[src/rtl/sfsec_pkg.sv]
// sfsec_pkg: opcode encodings, security register layout and the
// opcode classification shared by the controller and its checker.
package sfsec_pkg;

    localparam int OP_W     = 8;
    localparam int SECR_W   = 8;
    localparam int FACT_BIT = 0;
    localparam int LOCK_BIT = 1;

    localparam logic [OP_W-1:0] OPC_READ      = 8'h03;
    localparam logic [OP_W-1:0] OPC_FREAD     = 8'h0B;
    localparam logic [OP_W-1:0] OPC_STAT_RD   = 8'h05;
    localparam logic [OP_W-1:0] OPC_ID_RD     = 8'h9F;
    localparam logic [OP_W-1:0] OPC_SECREG_RD = 8'h2B;
    localparam logic [OP_W-1:0] OPC_PROG      = 8'h02;
    localparam logic [OP_W-1:0] OPC_WR_EN     = 8'h06;
    localparam logic [OP_W-1:0] OPC_STAT_WR   = 8'h01;
    localparam logic [OP_W-1:0] OPC_SECREG_WR = 8'h2F;
    localparam logic [OP_W-1:0] OPC_PROT_SEL  = 8'h68;
    localparam logic [OP_W-1:0] OPC_BLK_LOCK  = 8'h36;
    localparam logic [OP_W-1:0] OPC_BLK_FREE  = 8'h39;
    localparam logic [OP_W-1:0] OPC_ALL_LOCK  = 8'h7E;
    localparam logic [OP_W-1:0] OPC_ALL_FREE  = 8'h98;
    localparam logic [OP_W-1:0] OPC_ERASE_CHP = 8'hC7;
    localparam logic [OP_W-1:0] OPC_ERASE_64K = 8'hD8;
    localparam logic [OP_W-1:0] OPC_ERASE_4K  = 8'h20;
    localparam logic [OP_W-1:0] OPC_ERASE_32K = 8'h52;
    localparam logic [OP_W-1:0] OPC_OTP_ENTER = 8'hB1;
    localparam logic [OP_W-1:0] OPC_OTP_LEAVE = 8'hC1;

    typedef enum logic [2:0] {
        CLS_READ,   // read-type, allowed in every mode
        CLS_PROG,   // array write, barred once locked
        CLS_PROT,   // protection / erase, barred in secure region
        CLS_MODE,   // region switch
        CLS_BAD     // unknown opcode
    } op_class_e;

    // Sort an opcode into its filter class.
    function automatic op_class_e classify(input logic [OP_W-1:0] op);
        case (op)
            OPC_READ, OPC_FREAD, OPC_STAT_RD, OPC_ID_RD, OPC_SECREG_RD:
                return CLS_READ;
            OPC_PROG, OPC_WR_EN:
                return CLS_PROG;
            OPC_STAT_WR, OPC_SECREG_WR, OPC_PROT_SEL, OPC_BLK_LOCK,
            OPC_BLK_FREE, OPC_ALL_LOCK, OPC_ALL_FREE, OPC_ERASE_CHP,
            OPC_ERASE_64K, OPC_ERASE_4K, OPC_ERASE_32K:
                return CLS_PROT;
            OPC_OTP_ENTER, OPC_OTP_LEAVE:
                return CLS_MODE;
            default:
                return CLS_BAD;
        endcase
    endfunction

endpackage

[src/rtl/sfsec_deser.sv]
// sfsec_deser: gathers the first OP_W bits of each chip-select frame.
// Assumes si is valid at every rising edge with cs_n low, MSB first.
// op_done is high in the cycle the last opcode bit is sampled; later
// bits of the same frame are ignored until cs_n rises.
module sfsec_deser #(
    parameter int OP_W = 8
) (
    input  logic            clk,
    input  logic            rst_n,
    input  logic            cs_n,
    input  logic            si,
    output logic            op_done,
    output logic [OP_W-1:0] op_word
);
    localparam int CNT_W = $clog2(OP_W);
    localparam logic [CNT_W-1:0] LAST = CNT_W'(OP_W - 1);

    logic [OP_W-2:0]  sh_q;
    logic [CNT_W-1:0] cnt_q;
    logic             done_q;

    // Final opcode is the stored bits plus the bit on the wire now.
    assign op_word = {sh_q, si};
    assign op_done = !cs_n && !done_q && (cnt_q == LAST);

    // Shift opcode bits and track the frame position.
    always_ff @(posedge clk) begin
        if (!rst_n) begin
            sh_q   <= '0;
            cnt_q  <= '0;
            done_q <= 1'b0;
        end else if (cs_n) begin
            cnt_q  <= '0;
            done_q <= 1'b0;
        end else if (!done_q) begin
            sh_q <= {sh_q[OP_W-3:0], si};
            if (cnt_q == LAST) begin
                cnt_q  <= '0;
                done_q <= 1'b1;
            end else begin
                cnt_q <= cnt_q + 1'b1;
            end
        end
    end

endmodule

[src/rtl/sfsec_filter.sv]
// sfsec_filter: combinational admit/refuse decision for one opcode.
// Assumes the mode and lock inputs are the state before this opcode.
module sfsec_filter
    import sfsec_pkg::*;
(
    input  logic [OP_W-1:0] op,
    input  logic            in_otp,
    input  logic            locked,
    input  logic            busy,
    output logic            allow
);
    op_class_e cls;

    // Decide from class, busy flag, region and lock state.
    always_comb begin
        cls = classify(op);
        if (cls == CLS_BAD)
            allow = 1'b0;
        else if (busy)
            allow = (op == OPC_SECREG_RD) || (op == OPC_STAT_RD);
        else if (!in_otp)
            allow = 1'b1;
        else if (!locked)
            allow = (cls != CLS_PROT);
        else
            allow = (cls == CLS_READ) || (cls == CLS_MODE);
    end

endmodule

[src/rtl/sfsec_secout.sv]
// sfsec_secout: streams a register value on so, MSB first, rotating
// so the value repeats every REG_W clocks while cs_n stays low.
// Assumes load arrives in the cycle the read opcode completes.
module sfsec_secout #(
    parameter int REG_W = 8
) (
    input  logic             clk,
    input  logic             rst_n,
    input  logic             cs_n,
    input  logic             load,
    input  logic [REG_W-1:0] value,
    output logic             so
);
    logic [REG_W-1:0] sh_q;
    logic             en_q;

    assign so = en_q & sh_q[REG_W-1];

    // Load, rotate, or drop the stream when the frame ends.
    always_ff @(posedge clk) begin
        if (!rst_n) begin
            sh_q <= '0;
            en_q <= 1'b0;
        end else if (cs_n) begin
            sh_q <= '0;
            en_q <= 1'b0;
        end else if (load) begin
            sh_q <= value;
            en_q <= 1'b1;
        end else if (en_q) begin
            sh_q <= {sh_q[REG_W-2:0], sh_q[REG_W-1]};
        end
    end

endmodule

[src/rtl/sfsec_ctrl.sv]
// sfsec_ctrl: secure-region access controller. Deserializes opcodes,
// filters them by mode, lock and busy state, tracks the region select
// and the security register, and streams that register on request.
// Assumes one si bit per clock while cs_n is low.
module sfsec_ctrl
    import sfsec_pkg::*;
(
    input  logic            clk,
    input  logic            rst_n,
    input  logic            factory_strap,
    input  logic            cs_n,
    input  logic            si,
    input  logic            array_busy,
    output logic            cmd_accept,
    output logic            cmd_reject,
    output logic [OP_W-1:0] cmd_op,
    output logic            otp_space,
    output logic            so
);
    logic              op_done;
    logic [OP_W-1:0]   op_word;
    logic              allow;
    logic              otp_q, lock_q, fact_q;
    logic              acc_q, rej_q;
    logic [OP_W-1:0]   op_q;
    logic [SECR_W-1:0] secreg;
    logic              sec_load;

    sfsec_deser #(.OP_W(OP_W)) i_deser (
        .clk     (clk),
        .rst_n   (rst_n),
        .cs_n    (cs_n),
        .si      (si),
        .op_done (op_done),
        .op_word (op_word)
    );

    sfsec_filter i_filter (
        .op     (op_word),
        .in_otp (otp_q),
        .locked (lock_q),
        .busy   (array_busy),
        .allow  (allow)
    );

    // Security register image: strap bit, lock bit, zeros elsewhere.
    always_comb begin
        secreg           = '0;
        secreg[FACT_BIT] = fact_q;
        secreg[LOCK_BIT] = lock_q;
    end

    assign sec_load = op_done && allow && (op_word == OPC_SECREG_RD);

    sfsec_secout #(.REG_W(SECR_W)) i_secout (
        .clk   (clk),
        .rst_n (rst_n),
        .cs_n  (cs_n),
        .load  (sec_load),
        .value (secreg),
        .so    (so)
    );

    // Register the verdict and apply the state change of an admitted opcode.
    always_ff @(posedge clk) begin
        if (!rst_n) begin
            otp_q  <= 1'b0;
            lock_q <= 1'b0;
            fact_q <= factory_strap;
            acc_q  <= 1'b0;
            rej_q  <= 1'b0;
            op_q   <= '0;
        end else begin
            acc_q <= op_done && allow;
            rej_q <= op_done && !allow;
            if (op_done)
                op_q <= op_word;
            if (op_done && allow) begin
                case (op_word)
                    OPC_OTP_ENTER: otp_q  <= 1'b1;
                    OPC_OTP_LEAVE: otp_q  <= 1'b0;
                    OPC_SECREG_WR: lock_q <= 1'b1;
                    default: ;
                endcase
            end
        end
    end

    assign cmd_accept = acc_q;
    assign cmd_reject = rej_q;
    assign cmd_op     = op_q;
    assign otp_space  = otp_q;

endmodule

[config.mk]
export PLATFORM = sky130hd
export DESIGN_NAME = sfsec_ctrl
export DESIGN_NICKNAME = d
export VERILOG_FILES = /design/src/rtl/sfsec_pkg.sv /design/src/rtl/sfsec_deser.sv /design/src/rtl/sfsec_filter.sv /design/src/rtl/sfsec_secout.sv /design/src/rtl/sfsec_ctrl.sv
export SDC_FILE = /design/constraint.sdc
export NUM_CORES = 1
export LEC_CHECK = 0
export ABC_AREA = 1
export BUFFER_PORTS_ARGS = -buffer_cell sky130_fd_sc_hd__buf_2
export CAP_MARGIN = 20
export CORE_ASPECT_RATIO = 0.9
export CORE_MARGIN = 2
export CORE_UTILIZATION = 46
export CTS_CLUSTER_SIZE = 40
export DETAILED_ROUTE_END_ITERATION = 16
export PLACE_DENSITY = 0.65
export SETUP_SLACK_MARGIN = 0.5
export SLEW_MARGIN = 15
export SYNTH_ARGS = -nofsm -noshare
export SYNTH_HDL_FRONTEND = slang
export SYNTH_SLANG_ARGS = --single-unit
[constraint.sdc]
create_clock -name clk -period 2.1 [get_ports clk]
set_input_delay 0.105 -clock clk [delete_from_list [all_inputs] [get_ports clk]]
set_output_delay 0.105 -clock clk [all_outputs]
set_load 0.05 [all_outputs]
-- After elaboration in Yosys (flattened, before gate mapping)
Cells that the tools add are included.
- register bits after elaboration: 33
- output and inout bits: 12
- add/sub/neg operators: 1
- equal/unequal tests: 24
- multiplexer cells: 11
- bitwise operators: 4
- reductions and logical operators: 22
- operator list (operator ; count):
    $eq A8 B8 Y1 const B ; 6
    $eq A8 B6 Y1 const B ; 5
    $eq A8 B7 Y1 const B ; 3
    $eq A8 B2 Y1 const B ; 2
    $eq A8 B3 Y1 const B ; 2
    $pmux W3 S4 ; 1
    $reduce_or A11 Y1 ; 1
    $eq A8 B1 Y1 const B ; 1
    $eq A8 B4 Y1 const B ; 1
    $eq A3 B3 Y1 const B ; 2
    $mux W1 ; 6
    $reduce_and A2 Y1 ; 3
    $reduce_or A2 Y1 ; 3
    $logic_and A1 B1 Y1 ; 5
    $reduce_or A5 Y1 ; 1
    $mux W2 ; 2
    $reduce_bool A2 Y1 ; 2
    $add A3 B1 Y3 const B ; 1
    $eq A3 B2 Y1 const B ; 1
    $logic_not A1 Y1 ; 3
    $logic_not A3 Y1 ; 1
    $mux W3 ; 1
    $ne A3 B2 Y1 const B ; 1
    $not A1 Y1 ; 3
    other kinds (4) ; 5

-- Depth between registers and ports, before layout
- depth after elaboration: 12
- mapped depth: 15
- mapped depth without buffers: 14

-- Cells and area by module
Synthesis repeated with hierarchy kept, for this count alone.
- cell total of the unflattened synthesis: 317
- area, all modules: 1993.2 um2
- by module, submodules not included (module ; times used ; cells an instance ; area an instance (um2) ; sequential area each (um2)):
    sfsec_ctrl ; 1 ; 78 ; 576.8 ; 270.3
    sfsec_deser ; 1 ; 68 ; 495.5 ; 220.2
    sfsec_secout ; 1 ; 66 ; 465.4 ; 180.2
    sfsec_filter ; 1 ; 105 ; 455.4 ; 0.0

-- Least setup slack after synthesis
No wires, ideal clock.
- path type: register to register
- start point: register i_deser.sh_q[1]
- end point: register otp_q (netlist: otp_space)
- arrival time: 1.494 ns
- data required time: 2.030 ns
- setup slack: 0.536 ns
- cell stages (with the launch flop): 14
- clock period less this slack: 1.564 ns
- cell sequence: dfxtp_1 buf_2 inv_2 nand2_1 nor2_1 nand2_1 nand3_1 nor2_1 nand4_1 nand2_2 nor2_4 nand2_1 or2_0 a21oi_1
- word-level cells in the longest chain between the ends: 11
- elaborated cells between the ends (all ways): 39
- classes of those cells: 23 x eq/ne; 6 x mux; 10 x reduce/logical
- ends and longest elaborated chain (element ; RTL line ; RTL):
    from (decl) ; sfsec_deser.sv:18 ; logic [OP_W-2:0] sh_q;
    from (signal assigned) ; sfsec_deser.sv:36 ; sh_q <= {sh_q[OP_W-3:0], si};
    $eq A8 B1 Y1, or another cell as far along ; sfsec_pkg.sv:41 ; case (op)
    $reduce_or A11 Y1, or another cell as far along ; sfsec_pkg.sv:41 ;
    $pmux W3 S4 ; sfsec_pkg.sv:41 ;
    $eq A3 B2 Y1 / $logic_not A3 Y1 (equally long branches) ; sfsec_filter.sv:26 ; allow = (cls == CLS_READ) || (cls == CLS_MODE);
    $logic_or A1 B1 Y1 ; sfsec_filter.sv:26 ;
    $mux W1 ; sfsec_filter.sv:23 ; else if (!locked)
    $mux W1 ; sfsec_filter.sv:21 ; else if (!in_otp)
    $mux W1 ; sfsec_filter.sv:19 ; else if (busy)
    $mux W1 ; sfsec_filter.sv:17 ; if (cls == CLS_BAD)
    $logic_and A1 B1 Y1 ; sfsec_ctrl.sv:78 ; if (op_done && allow) begin
    $reduce_and A2 Y1 (no source line) ; -- ;
    to (signal assigned) ; sfsec_ctrl.sv:67 ; otp_q <= 1'b0;
    to (signal assigned) ; sfsec_ctrl.sv:80 ; OPC_OTP_ENTER: otp_q <= 1'b1;
    to (signal assigned) ; sfsec_ctrl.sv:81 ; OPC_OTP_LEAVE: otp_q <= 1'b0;
    to (decl) ; sfsec_ctrl.sv:23 ; logic otp_q, lock_q, fact_q;
Several ways; a longest one is shown, not always the timed one.
A chain may end at the register's enable or synchronous reset.

-- Final worst setup path
- start point: register i_deser.sh_q[0]
- end point: register otp_q (netlist: otp_space)
The elaborated chain is that of the path after synthesis.

==> summary.txt <==
Status
  – Status: complete, no violations

Timing
  – Period utilization: between 80% and 90%
  – # setup viols final: 0
  – Fmax: between 0.5 and 0.6 GHz
  – Setup TNS Final: 0 ps
  – Final max-slew violation count: 0
  – Skew final: roughly 6.9 ps
  – Unrepaired setup endpoints after global routing: true
  – Min Tclk post-route: ~1800 ps
  – Hold Vio Cnt, Final: 0
  – Worst Tran Pin Value: approximately 300 ps
  – Rel. slew slack: 79.8%

Worst setup path
  – Crit path from: i_deser.sh_q[0]
  – Critical Path AT: about 2000 ps
  – Worst setup EP type: flop
  – Startpoint Class: flop
  – R2r setup slk: ~350 ps
  – Crit-path max FO: 4
  – Data required, critical path: around 2300 ps
  – Worst flop-to-flop path startpoint: i_deser.sh_q[0]
  – WS Path Type: reg -> reg

Placed design
  – DP Area: approximately 1700 sq um
  – DP HPWL: about 2400 microns
  – Placed Instances: approximately 290
  – Port buffer count: 17
  – GP Congestion: around 0.92

Clock tree
  – Longest Clk Path Bufs: 2
  – CTS tree: done
  – # H-tree levels: 2
  – CTS Buf Count: 5
  – Clock Sinks: 33
  – Clk root buf: clkbuf_8
  – Clk pin slew, worst setup/hold paths: 70 ps
  – Worst skew pair latency: between 200 and 300 ps

Routing
  – Via count: about 1,500
  – Drt drc: 0
  – First-pass iteration count of the detailed router: 4
  – WL final: between 3000 and 4000 microns
  – Remaining antenna violation count: 0
  – Drt wl/cell: roughly 12 microns
  – Drt initial violations: 101
  – Vias per inst: approximately 5

Floorplanning
  – Die height: roughly 59 microns
  – IO Pins: 18
  – Die area: 3840 sq um
  – # rows: 19
  – Initial Utilization: between 40 and 50%
  – Die Wd: ~65 microns
  – Core area: about 3100 sq um

Yosys
  – Syn avg cell area: between 6 and 7 sq um
  – Netlist Area Pre-Place: ~1500 sq um
  – Syn Inst Count: between 200 and 250
  – Netlist cell types: 23
  – Ys Warns: 0
  – Synthesized net count: roughly 240
  – Post-synthesis sequential area ratio: 43.4%
  – FF+latch count, synth: 33

Cells and area
  – Share of cells above drive strength 1: around 38%
  – Final Cell Area: 2080 sq um
  – Post-layout nets: roughly 270
  – Ant. Diodes: 0
  – Fin cells: just over 300
  – Area growth, synth to finish: 34.3%

Power
  – Leak pwr: approximately 0.86 nW
  – Design Power: 1.26 mW
  – VDD IR-drop max: a little under 0.0004 V
  – Power density cells: 606 nW/um^2

Run
  – MaxCap Viol Count: 0

Global routing
  – First-pass GRT wire length: about 6000 microns
  – GRT Resource Usage Total: 20.7%
  – Antenna violations before repair: 0
  – Largest net degree at the start of global routing: 17
  – Gr ovfl total: 0
  – Vias in the first global route: around 1,400

Min path
  – Tightest Hold Check Type: in -> reg
  – HP Start: factory_strap
[timing repair]
item                                   CTS  global route
cloned                                   0             0
pin swaps                               17            14
setup endpoints to repair               19            15
setup buffers                            8             2
hold buffers                             0             0
gates resized for setup                 57            22
endpoints found under the hold margin    0             0
[registers in the layout (all words and copies together) (netlist names)]
name / count
cmd_accept: 1
cmd_op: 8
cmd_reject: 1
fact_q: 1
i_deser.cnt_q: 3
i_deser.done_q: 1
i_deser.sh_q: 7
i_secout.en_q: 1
i_secout.sh_q: 8
lock_q: 1
otp_space: 1
[final timing paths]
path,endpoint,depth (start not counted)
max,otp_space,14
min reg2reg,i_secout.sh_q[5],2
min,fact_q,1
max reg2reg,otp_space,14
[metrics by stage]
step	hold slack, ps	utilization (%)	setup slack [ps]
finish	5.84	66.2	347
global route	7.27	66.2	247
CTS	4.44	63.1	427
detailed placement	291	53.7	266
global placement	289	53.7	283
floorplan	204	-	536
[metal layers]
metal / GRT usage (%) / vias to the layer above / wire length, microns / part of all wire, %
met5: 0 / - / 0 / 0
met4: 5.95 / 0 / 41 / 1.1
met3: 4.75 / 8 / 181 / 5.0
met2: 30.5 / 38 / 1580 / 43
met1: 30.5 / 684 / 1830 / 50
li1: - / 809 / - / -
[logic make-up (layout without fill, tap and decap cells)]
logic type               Yosys count  in the layout  synth area share, %
adder cells (fa/ha/maj)            2              2                 1.62
AO/OA/AOI/OAI                     46             46                 15.3
AND/OR/NAND/NOR                  119            119                 32.1
flip-flops                        33             33                 43.4
buffers and inverters             31             63                 7.60
[layout make-up]
type	count	area (sq um)
Timing Repair Buffer	30	186
Tap cell	42	52.6
Fill cell	291	1060
Sequential cell	33	697
Clock buffer	6	72.6
Multi-Input combinational cell	167	946
Clock inverter	1	5.00
Inverter	26	118
[power breakdown]
group	switching, mW	leakage [nW]	internal, mW
Clock	0.213	0.0410	0.225
Combinational	0.100	0.546	0.0618
Sequential	0.0206	0.274	0.639
[placed cells by master (no fill, tap or decap), types with 8 or more instances in the layout]
master   instances
nor2_4           8
nand2_1         44
a21oi_2          8
buf_2           17
buf_4           12
inv_1           15
nor2_1          22
nand2_2         16
dfxtp_1         25
a21oi_1         19
o21ai_0         16
nand3_1         11
[critical path, stage by stage, from the launching register on]
cell,delay (ps)
dfxtp_4,390
inv_6,50
nor2_4,120
nand2_2,70
nand2_2,70
nand2_2,50
nand2_2,80
nor2_4,50
buf_6,110
nand4_1,100
nand2_2,90
nor2_4,130
nand2_2,60
or2_0,200
a21oi_1,120
[cells in the mapped netlist, drive strengths merged]
cell type / n / area (sq um)
nand2: 63 / 239
inv: 25 / 93.8
ha: 2 / 25.0
o21ai: 17 / 85.1
nor2: 36 / 143
nand4: 4 / 31.3
edfxtp: 1 / 30.0
buf: 1 / 5.00
nand3b: 1 / 7.51
a211oi: 1 / 7.51
o32ai: 1 / 8.76
clkinv: 1 / 3.75
dfxtp: 32 / 641
a21oi: 27 / 135
or2: 1 / 6.26
clkbuf: 4 / 15.0
nor3: 1 / 5.00
nand3: 13 / 65.1
Power figures use the tool's default switching activity.
